### src/rtl/fg_pkg.sv
package fg_pkg;
  localparam int CW   = 8;
  localparam int NSRC = 4;

  typedef enum logic [1:0] {
    OP_READ    = 2'b00,
    OP_PROG    = 2'b01,
    OP_ERASE   = 2'b10,
    OP_BLKPROG = 2'b11
  } fg_op_e;

  typedef enum logic [1:0] {
    SRC_PAR = 2'd0,
    SRC_SER = 2'd1,
    SRC_CPU = 2'd2,
    SRC_TST = 2'd3
  } fg_src_e;

  typedef enum logic [1:0] {
    LD_IDLE = 2'd0,
    LD_REQ  = 2'd1,
    LD_WAIT = 2'd2,
    LD_RDY  = 2'd3
  } fg_ld_e;
endpackage

### src/rtl/fg_loader.sv
module fg_loader
  import fg_pkg::*;
(
  input  logic          clk,
  input  logic          rst_n,
  input  logic          blk0_done,
  input  logic          ld_valid,
  input  logic [CW-1:0] ld_data,
  output logic          ld_req,
  output logic          ready,
  output logic [CW-1:0] shadow
);
  localparam logic [CW-1:0] RSV_MASK = CW'(8'h03);

  fg_ld_e        state_q, state_d;
  logic          cap_en;
  logic [CW-1:0] shadow_q;

  always_comb begin
    state_d = state_q;
    cap_en  = 1'b0;
    case (state_q)
      LD_IDLE: state_d = LD_REQ;
      LD_REQ:  state_d = LD_WAIT;
      LD_WAIT: if (ld_valid) begin
                 cap_en  = 1'b1;
                 state_d = LD_RDY;
               end
      LD_RDY:  if (blk0_done) state_d = LD_REQ;
      default: state_d = LD_IDLE;
    endcase
  end

  always_ff @(posedge clk or negedge rst_n) begin
    if (!rst_n) state_q <= LD_IDLE;
    else        state_q <= state_d;
  end

  always_ff @(posedge clk or negedge rst_n) begin
    if (!rst_n)      shadow_q <= '1;
    else if (cap_en) shadow_q <= ld_data | RSV_MASK;
  end

  assign ld_req = (state_q == LD_REQ);
  assign ready  = (state_q == LD_RDY);
  assign shadow = shadow_q;

  AST_LOAD_READY: assert property (@(posedge clk) disable iff (!rst_n)
    (state_q == LD_WAIT && ld_valid) |=> ready);
  AST_REQ_PULSE: assert property (@(posedge clk) disable iff (!rst_n)
    ld_req |=> !ld_req);
  AST_RELOAD_DROP: assert property (@(posedge clk) disable iff (!rst_n)
    (ready && blk0_done) |=> !ready);
endmodule

### src/rtl/fg_decode.sv
module fg_decode
  import fg_pkg::*;
(
  input  logic [CW-1:2] ctrl,
  output logic [1:0]    level
);
  logic l1_req, l2_req, removed;

  always_comb begin
    l1_req  = (ctrl[3:2] != 2'b11);
    l2_req  = (ctrl[7:6] != 2'b11);
    removed = (ctrl[5:4] == 2'b00);
    if (removed)     level = 2'd0;
    else if (l2_req) level = 2'd2;
    else if (l1_req) level = 2'd1;
    else             level = 2'd0;
  end
endmodule

### src/rtl/fg_gate.sv
module fg_gate
  import fg_pkg::*;
#(
  parameter int              AW        = 16,
  parameter logic [AW-1:0]   CTRL_ADDR = '1,
  parameter fg_src_e         KIND      = SRC_PAR
) (
  input  logic          clk,
  input  logic          rst_n,
  input  logic          ready,
  input  logic [1:0]    level,
  input  logic          req,
  input  fg_op_e        op,
  input  logic [AW-1:0] addr,
  input  logic [CW-1:0] fl_rdata,
  output logic          gnt,
  output logic          deny,
  output logic [CW-1:0] rdata
);
  logic policy_ok, ctrl_hit, allow;
  logic gnt_d, deny_d, rd_d;
  logic gnt_q, deny_q, rd_q;

  always_comb begin
    case (KIND)
      SRC_PAR: policy_ok = (level == 2'd0);
      SRC_TST: policy_ok = (level != 2'd2) && (op == OP_READ);
      default: policy_ok = 1'b1;
    endcase
    ctrl_hit = (op == OP_PROG) && (addr == CTRL_ADDR);
    allow    = ready && policy_ok && !ctrl_hit;
    gnt_d    = req && allow;
    deny_d   = req && !allow;
    rd_d     = (op == OP_READ);
  end

  always_ff @(posedge clk or negedge rst_n) begin
    if (!rst_n) begin
      gnt_q  <= 1'b0;
      deny_q <= 1'b0;
      rd_q   <= 1'b0;
    end else begin
      gnt_q  <= gnt_d;
      deny_q <= deny_d;
      rd_q   <= rd_d;
    end
  end

  assign gnt   = gnt_q;
  assign deny  = deny_q;
  assign rdata = (gnt_q && rd_q) ? fl_rdata : '1;

  AST_NOT_READY_DENY: assert property (@(posedge clk) disable iff (!rst_n)
    (req && !ready) |=> deny);
  AST_PAR_LOCK: assert property (@(posedge clk) disable iff (!rst_n)
    (KIND == SRC_PAR && req && level != 2'd0) |=> (deny && !gnt));
  AST_CTRL_PROG_DENY: assert property (@(posedge clk) disable iff (!rst_n)
    (req && op == OP_PROG && addr == CTRL_ADDR) |=> deny);
  AST_TST_L2_DENY: assert property (@(posedge clk) disable iff (!rst_n)
    (KIND == SRC_TST && req && level == 2'd2) |=> deny);
  AST_ONE_DECISION: assert property (@(posedge clk) disable iff (!rst_n)
    req |=> (gnt ^ deny));
  AST_DENY_ONES: assert property (@(posedge clk) disable iff (!rst_n)
    deny |-> (rdata == '1));
endmodule

### src/rtl/flash_guard.sv
module flash_guard
  import fg_pkg::*;
#(
  parameter int            AW        = 16,
  parameter logic [AW-1:0] CTRL_ADDR = 16'hFFDB
) (
  input  logic          clk,
  input  logic          rst_n,
  output logic          ld_req,
  output logic [AW-1:0] ld_addr,
  input  logic          ld_valid,
  input  logic [7:0]    ld_data,
  input  logic          blk0_done,
  input  logic [7:0]    fl_rdata,
  input  logic          par_req,
  input  logic [1:0]    par_op,
  input  logic [AW-1:0] par_addr,
  output logic          par_gnt,
  output logic          par_deny,
  output logic [7:0]    par_rdata,
  input  logic          ser_req,
  input  logic [1:0]    ser_op,
  input  logic [AW-1:0] ser_addr,
  output logic          ser_gnt,
  output logic          ser_deny,
  output logic [7:0]    ser_rdata,
  input  logic          cpu_req,
  input  logic [1:0]    cpu_op,
  input  logic [AW-1:0] cpu_addr,
  output logic          cpu_gnt,
  output logic          cpu_deny,
  output logic [7:0]    cpu_rdata,
  input  logic          tst_req,
  input  logic [AW-1:0] tst_addr,
  output logic          tst_gnt,
  output logic          tst_deny,
  output logic [7:0]    tst_rdata,
  output logic          ready,
  output logic [1:0]    prot_level,
  output logic [7:0]    prot_byte
);
  logic [1:0]      rst_sync_q;
  logic            rst_int_n;
  logic [CW-1:0]   shadow;
  logic [NSRC-1:0] req_a, gnt_a, deny_a;
  logic [1:0]      op_a   [NSRC];
  logic [AW-1:0]   addr_a [NSRC];
  logic [CW-1:0]   rd_a   [NSRC];

  always_ff @(posedge clk or negedge rst_n) begin
    if (!rst_n) rst_sync_q <= 2'b00;
    else        rst_sync_q <= {rst_sync_q[0], 1'b1};
  end
  assign rst_int_n = rst_sync_q[1];

  fg_loader u_loader (
    .clk       (clk),
    .rst_n     (rst_int_n),
    .blk0_done (blk0_done),
    .ld_valid  (ld_valid),
    .ld_data   (ld_data),
    .ld_req    (ld_req),
    .ready     (ready),
    .shadow    (shadow)
  );
  assign ld_addr = CTRL_ADDR;

  fg_decode u_decode (
    .ctrl  (shadow[CW-1:2]),
    .level (prot_level)
  );
  assign prot_byte = shadow;

  assign req_a  = {tst_req, cpu_req, ser_req, par_req};
  assign op_a   = '{par_op, ser_op, cpu_op, OP_READ};
  assign addr_a = '{par_addr, ser_addr, cpu_addr, tst_addr};

  for (genvar i = 0; i < NSRC; i++) begin : g_src
    fg_gate #(
      .AW        (AW),
      .CTRL_ADDR (CTRL_ADDR),
      .KIND      (fg_src_e'(i))
    ) u_gate (
      .clk      (clk),
      .rst_n    (rst_int_n),
      .ready    (ready),
      .level    (prot_level),
      .req      (req_a[i]),
      .op       (fg_op_e'(op_a[i])),
      .addr     (addr_a[i]),
      .fl_rdata (fl_rdata),
      .gnt      (gnt_a[i]),
      .deny     (deny_a[i]),
      .rdata    (rd_a[i])
    );
  end

  assign par_gnt = gnt_a[0]; assign par_deny = deny_a[0]; assign par_rdata = rd_a[0];
  assign ser_gnt = gnt_a[1]; assign ser_deny = deny_a[1]; assign ser_rdata = rd_a[1];
  assign cpu_gnt = gnt_a[2]; assign cpu_deny = deny_a[2]; assign cpu_rdata = rd_a[2];
  assign tst_gnt = gnt_a[3]; assign tst_deny = deny_a[3]; assign tst_rdata = rd_a[3];

  AST_OVERRIDE_CLEARS: assert property (@(posedge clk) disable iff (!rst_int_n)
    (ready && prot_byte[5:4] == 2'b00) |-> (prot_level == 2'd0));
  AST_L2_WINS: assert property (@(posedge clk) disable iff (!rst_int_n)
    (ready && prot_byte[5:4] != 2'b00 && prot_byte[7:6] != 2'b11) |-> (prot_level == 2'd2));
  AST_RSV_HIGH: assert property (@(posedge clk) disable iff (!rst_int_n)
    ready |-> (prot_byte[1:0] == 2'b11));
endmodule

### config.mk
export PLATFORM = sky130hd
export DESIGN_NAME = flash_guard
export DESIGN_NICKNAME = d
export VERILOG_FILES = /design/src/rtl/fg_pkg.sv /design/src/rtl/fg_loader.sv /design/src/rtl/fg_decode.sv /design/src/rtl/fg_gate.sv /design/src/rtl/flash_guard.sv
export SDC_FILE = /design/constraint.sdc
export NUM_CORES = 1
export LEC_CHECK = 0
export ABC_AREA = 1
export BUFFER_PORTS_ARGS = -buffer_cell sky130_fd_sc_hd__buf_2
export CAP_MARGIN = 20
export CORE_MARGIN = 3
export CORE_UTILIZATION = 30
export CTS_CLUSTER_DIAMETER = 50
export DETAILED_ROUTE_END_ITERATION = 12
export PLACE_DENSITY = 0.85
export SYNTH_ARGS = -nofsm -noshare
export SYNTH_HDL_FRONTEND = slang
export SYNTH_SLANG_ARGS = --single-unit
### constraint.sdc
create_clock -name clk -period 1.9 [get_ports clk]
set_input_delay 0.095 -clock clk [delete_from_list [all_inputs] [get_ports clk]]
set_output_delay 0.095 -clock clk [all_outputs]
set_load 0.005 [all_outputs]
# Word-level counts from Yosys, hierarchy flattened
# Index checks and enable logic that the tools add are counted.
# Widths: inputs -> output; s select.
dict set report totals {
  register_bits 22
  output_inout_bits 68
  elab_cells 75
}
dict set report op_classes {
  eq_ne 14
  mux 12
  reduce_logical 34
}
# operator count
set op_table {}
lappend op_table {{$eq 16x16->1 const B} 3}
lappend op_table {{$mux 8} 4}
lappend op_table {{$logic_and 1x1->1} 20}
lappend op_table {{$logic_not 2->1} 6}
lappend op_table {{$ne 2x2->1 const B} 5}
lappend op_table {{$eq 2x1->1 const B} 4}
lappend op_table {{$mux 2} 4}
lappend op_table {{$pmux 2 s4} 1}
lappend op_table {{$logic_not 1->1} 7}
lappend op_table {{$eq 2x2->1 const B} 2}
lappend op_table {{$mux 1} 3}
lappend op_table {{$reduce_and 2->1} 1}

# Longest topological paths before layout
dict set report depth {
  depth_word 9
  depth_mapped 7
}

# By module
# A second synthesis with hierarchy kept.
dict set report unflattened {
  hier_cells 205
  hier_area_um2 1503.9
}
# mod instances cells_each area_per_inst_um2
set modules_own_cells {}
lappend modules_own_cells {{fg_gate (g_src[1].u_gate ...)} 2 36 227.7}
lappend modules_own_cells {fg_loader 1 51 445.4}
lappend modules_own_cells {{fg_gate (g_src[0].u_gate)} 1 37 231.5}
lappend modules_own_cells {flash_guard 1 20 177.7}
lappend modules_own_cells {{fg_gate (g_src[3].u_gate)} 1 20 170.2}
lappend modules_own_cells {fg_decode 1 5 23.8}

# Worst setup path before layout
# Ideal clock, no wire load.
dict set report synth_timing {
  kind {register -> register}
  from {reg u_loader.state_q[0]}
  to {reg u_loader.shadow_q[2], in the netlist u_loader.shadow[2]}
  setup_time_ps 82
  t_arrival_ps 1072
  required_time_ps 1818
  slack_ps 745
  path_stages_with_launch 5
  n_path_buf 0
  synth_period_minus_slack_ps 1155
  cell_sequence {dfrtp_1 > inv_1 > ha_1 > nand2_4 > mux2_4}
}
dict set report synth_via {
  elab_chain_cells 2
}
# element line
set synth_lines {}
lappend synth_lines {{start: declaration} fg_loader.sv:15} ;# fg_ld_e state_q, state_d;
lappend synth_lines {{start signal: assignment} fg_loader.sv:36} ;# else state_q <= state_d;
lappend synth_lines {{$eq 2x2->1} fg_loader.sv:22} ;# case (state_q)
lappend synth_lines {{$mux 1} fg_loader.sv:22}
lappend synth_lines {{end signal: assignment} fg_loader.sv:41} ;# else if (cap_en) shadow_q <= ld_data | RSV_MASK;
lappend synth_lines {{end: declaration} fg_loader.sv:17} ;# logic [CW-1:0] shadow_q;
# Every way passes these cells.
# A chain may end at the register's enable or synchronous reset.

# Worst setup path after layout
dict set report layout_timing {
  from {reg u_loader.shadow_q[4], in the netlist u_loader.shadow[4]}
  to {out prot_level[0]}
}
dict set report layout_via {
  elab_chain_cells 2
}
# element line
set layout_lines {}
lappend layout_lines {{$logic_not 2->1} fg_decode.sv:12} ;# removed = (ctrl[5:4] == 2'b00);
lappend layout_lines {{$mux 2} fg_decode.sv:13} ;# if (removed) level = 2'd0;
lappend layout_lines {{end: declaration} flash_guard.sv:39} ;# output logic [1:0] prot_level,
# Every way passes these cells.

==> flow_metrics.py <==
metrics = {
    "grt": {
        "grt_pass1_wl_um": 5554,
        "grt_pass1_vias": 1358,
        "grt_antenna_before_repair": 0,
        "groute.usage.overall": 0.1272,
        "grt_overflow": 0,
        "grt_max_degree": 21,
    },
    "yosys": {
        "ys.warnings.count": 0,
        "synth.distinct_cells": 19,
        "synth_cells": 195,
        "synth_area_leaders": "dfrtp_1 (28%), nand2_1 (17%), dfstp_2 (11%), buf_4 (9.6%), inv_1 (8.5%)",
        "yosysTopAreaCell": "dfrtp_1",
        "yosys_register_bits": 22,
        "synthesis.area_um2": 1409,
        "ys_seq_area_frac": 0.3961,
        "postSynthAreaPerCell_um2": 7.225,
        "synth_top_cell_area_share": 0.2842,
    },
    "sta": {
        "rsz0062_at_grt": "no",
        "max_freq_ghz": 0.7738,
        "setup_viol": 0,
        "clock_skew_ps": 3.741,
        "hold_violations": 0,
        "slew_headroom": 0.4816,
        "post-route-min-period_ps": 1292,
        "finalSetupTns_ps": 0,
        "worstMarginPinSlew_ps": 777.6,
        "fin_crit_sh": 0.6802,
        "drv_slew": 0,
    },
    "run": {
        "drv_cap": 0,
    },
    "clock_network": {
        "clock_sinks": 22,
        "clkLatencyLatePin_ps": 260,
        "cts_tree": "yes",
        "cts-resized-gates": 0,
        "postCtsSetupBuffers": 0,
        "htreeDepth": 1,
        "clk_pin_slew_ps": 70,
        "cts_root_buf": "clkbuf_8",
        "ctsLongestPathBuffers": 2,
        "numCtsBuffers": 3,
        "hold_buffers": 7,
    },
    "placement": {
        "finalWeightedCongestion": 0.7386,
        "portBuffers": 125,
        "hpwl_um": 3373,
        "dpl_cell_area_um2": 2032,
    },
    "floorplanning": {
        "core-area_um2": 4444,
        "die_x_um": 74.53,
        "io_pins": 162,
        "die_h_um": 74.53,
        "initial_core_util": 0.3170,
        "die-area_um2": 5555,
        "core.rowCount": 24,
    },
    "critical_path": {
        "worstSetupEndpointType": "primary output",
        "required_ps": 1800,
        "arrival_ps": 1200,
        "cp_max_fo": 3,
        "cp_common_cell": "nand2_1",
        "critical_path_class": "reg2out",
        "cp_slowest_cell": "dfstp_2",
        "startpoint_type": "flop",
        "cp_slowest_stage_delay_ps": 540,
        "r2r_setup_slack_ps": 650,
        "crit_path_cell_trace": "inv_1, nand2_1, nand2_1, nor2_1, buf_2",
    },
    "power": {
        "power.leakage_nw": 1.242,
        "p_total_mw": 1.760,
        "peakVddDrop_uv": 624.0,
        "powerDensity_nw_per_um2": 816.1,
    },
    "detailed_routing": {
        "wl_per_cell_um": 10.24,
        "drt_iter0_drc": 25,
        "first_pass_iters": 4,
        "route.vias.total": 1562,
        "ant_nets": 0,
        "wl_um": 3921,
        "avgViaCountPerCell": 4.078,
        "drc": 0,
    },
    "layout": {
        "fin_util": 0.4854,
        "syn_to_final_growth_pct": 53.11,
        "stdcell_area_um2": 2157,
        "antenna_cells": 0,
        "drive_gt1_frac": 0.4350,
        "finish.net_count": 430,
        "fill_cells": 442,
    },
    "outcome": {
        "status": "complete, no violations",
    },
    "hold_path": {
        "hold_class": "in2reg",
    },
}
## synthesized netlist by cell type
cell type / instances
a21oi_1: 3
buf_4: 18
conb_1: 2
dfrtp_1: 16
dfstp_2: 6
ha_1: 4
inv_1: 32
mux2_4: 4
nand2_1: 65
nand2_4: 1
nand3_1: 3
nand3b_1: 3
nor2_1: 28
nor2_2: 2
nor3_1: 3
nor3_2: 1
o21ai_0: 2
o21ai_1: 1
o22ai_2: 1
## worst max-delay path, delay by kind of cell, from the launching register on
family,cells,cell delay [ps]
DFF,1,540
and+or+nand+nor,3,240
buffers and inverters,2,170
## layout make-up
cell class              instances  area [um2]  share of cell area
repair buffers                132       695.7              0.3225
multi-input cells             141       663.1              0.3074
clock buffers                   4       55.05             0.02552
inverters                      32       120.1             0.05568
well taps                      52       65.06             0.03016
flip-flops and latches         22       558.0              0.2587
## registers in the layout, summed over array words and instances, names as in the netlist
register           count
rst_sync_q             2
g_src.u_gate.gnt       4
u_loader.shadow        6
g_src.u_gate.deny      4
g_src.u_gate.rd_q      4
u_loader.state_q       2
## stage by stage
step / std cells / setup WS [ps] / hold slack (ps)
4_1_cts: 383 / 580.6 / 51.08
3_5_place_dp: 372 / 634.7 / -115.0
3_3_place_gp: 372 / 681.4 / -118.7
5_1_grt: 383 / 494.2 / 56.92
2_1_floorplan: 213 / 745.2 / -200.6
6_report: 383 / 607.6 / 63.59
## power by group
group	internal, mW	switching [mW]
combinational	0.355	0.343
sequential	0.642	0.0918
clock	0.184	0.144
total	1.18	0.579
## path summary, 6_finish.rpt
path                                      from              endpoint  cells past startpoint
max                         u_loader.shadow[4]         prot_level[0]                      5
min                                 ld_data[6]    u_loader.shadow[6]                      2
max reg2reg                u_loader.state_q[0]    u_loader.shadow[3]                      4
min reg2reg                      rst_sync_q[1]   u_loader.state_q[0]                      0
max in group asynchronous        rst_sync_q[1]  g_src[0].u_gate.deny                      0
min in group asynchronous                rst_n         rst_sync_q[0]                      2
## layer usage
metal / part of all wire / vias up / track usage
met5: 0 / - / 0
met1: 0.38 / 674 / 0.1411
li1: - / 808 / -
met2: 0.54 / 80 / 0.2507
met4: 0 / 0 / 0.02964
met3: 0.084 / 0 / 0.01892
## cells in the final DEF (no fill, tap or decap), drive strengths merged
master       instances
buf                125
nand2               66
inv                 32
nor2                30
conb                20
dfrtp               16
dlygate4sd3          7
dfstp                6
mux2                 4
ha                   4
clkbuf               4
nor3                 4
nand3b               3
nand3                3
a21oi                3
o21ai                3
o22ai                1
## cells by family after synthesis
kind of cell	after synthesis	share of synthesized area
and+or+nand+nor	106	0.3090
buffers and inverters	50	0.1812
DFF	22	0.3961
AOI/OAI and AO/OA	7	0.03019
muxes	4	0.04263
adders and majority gates	4	0.03553
other	2	0.005331
(Power assumes the default switching activity.)
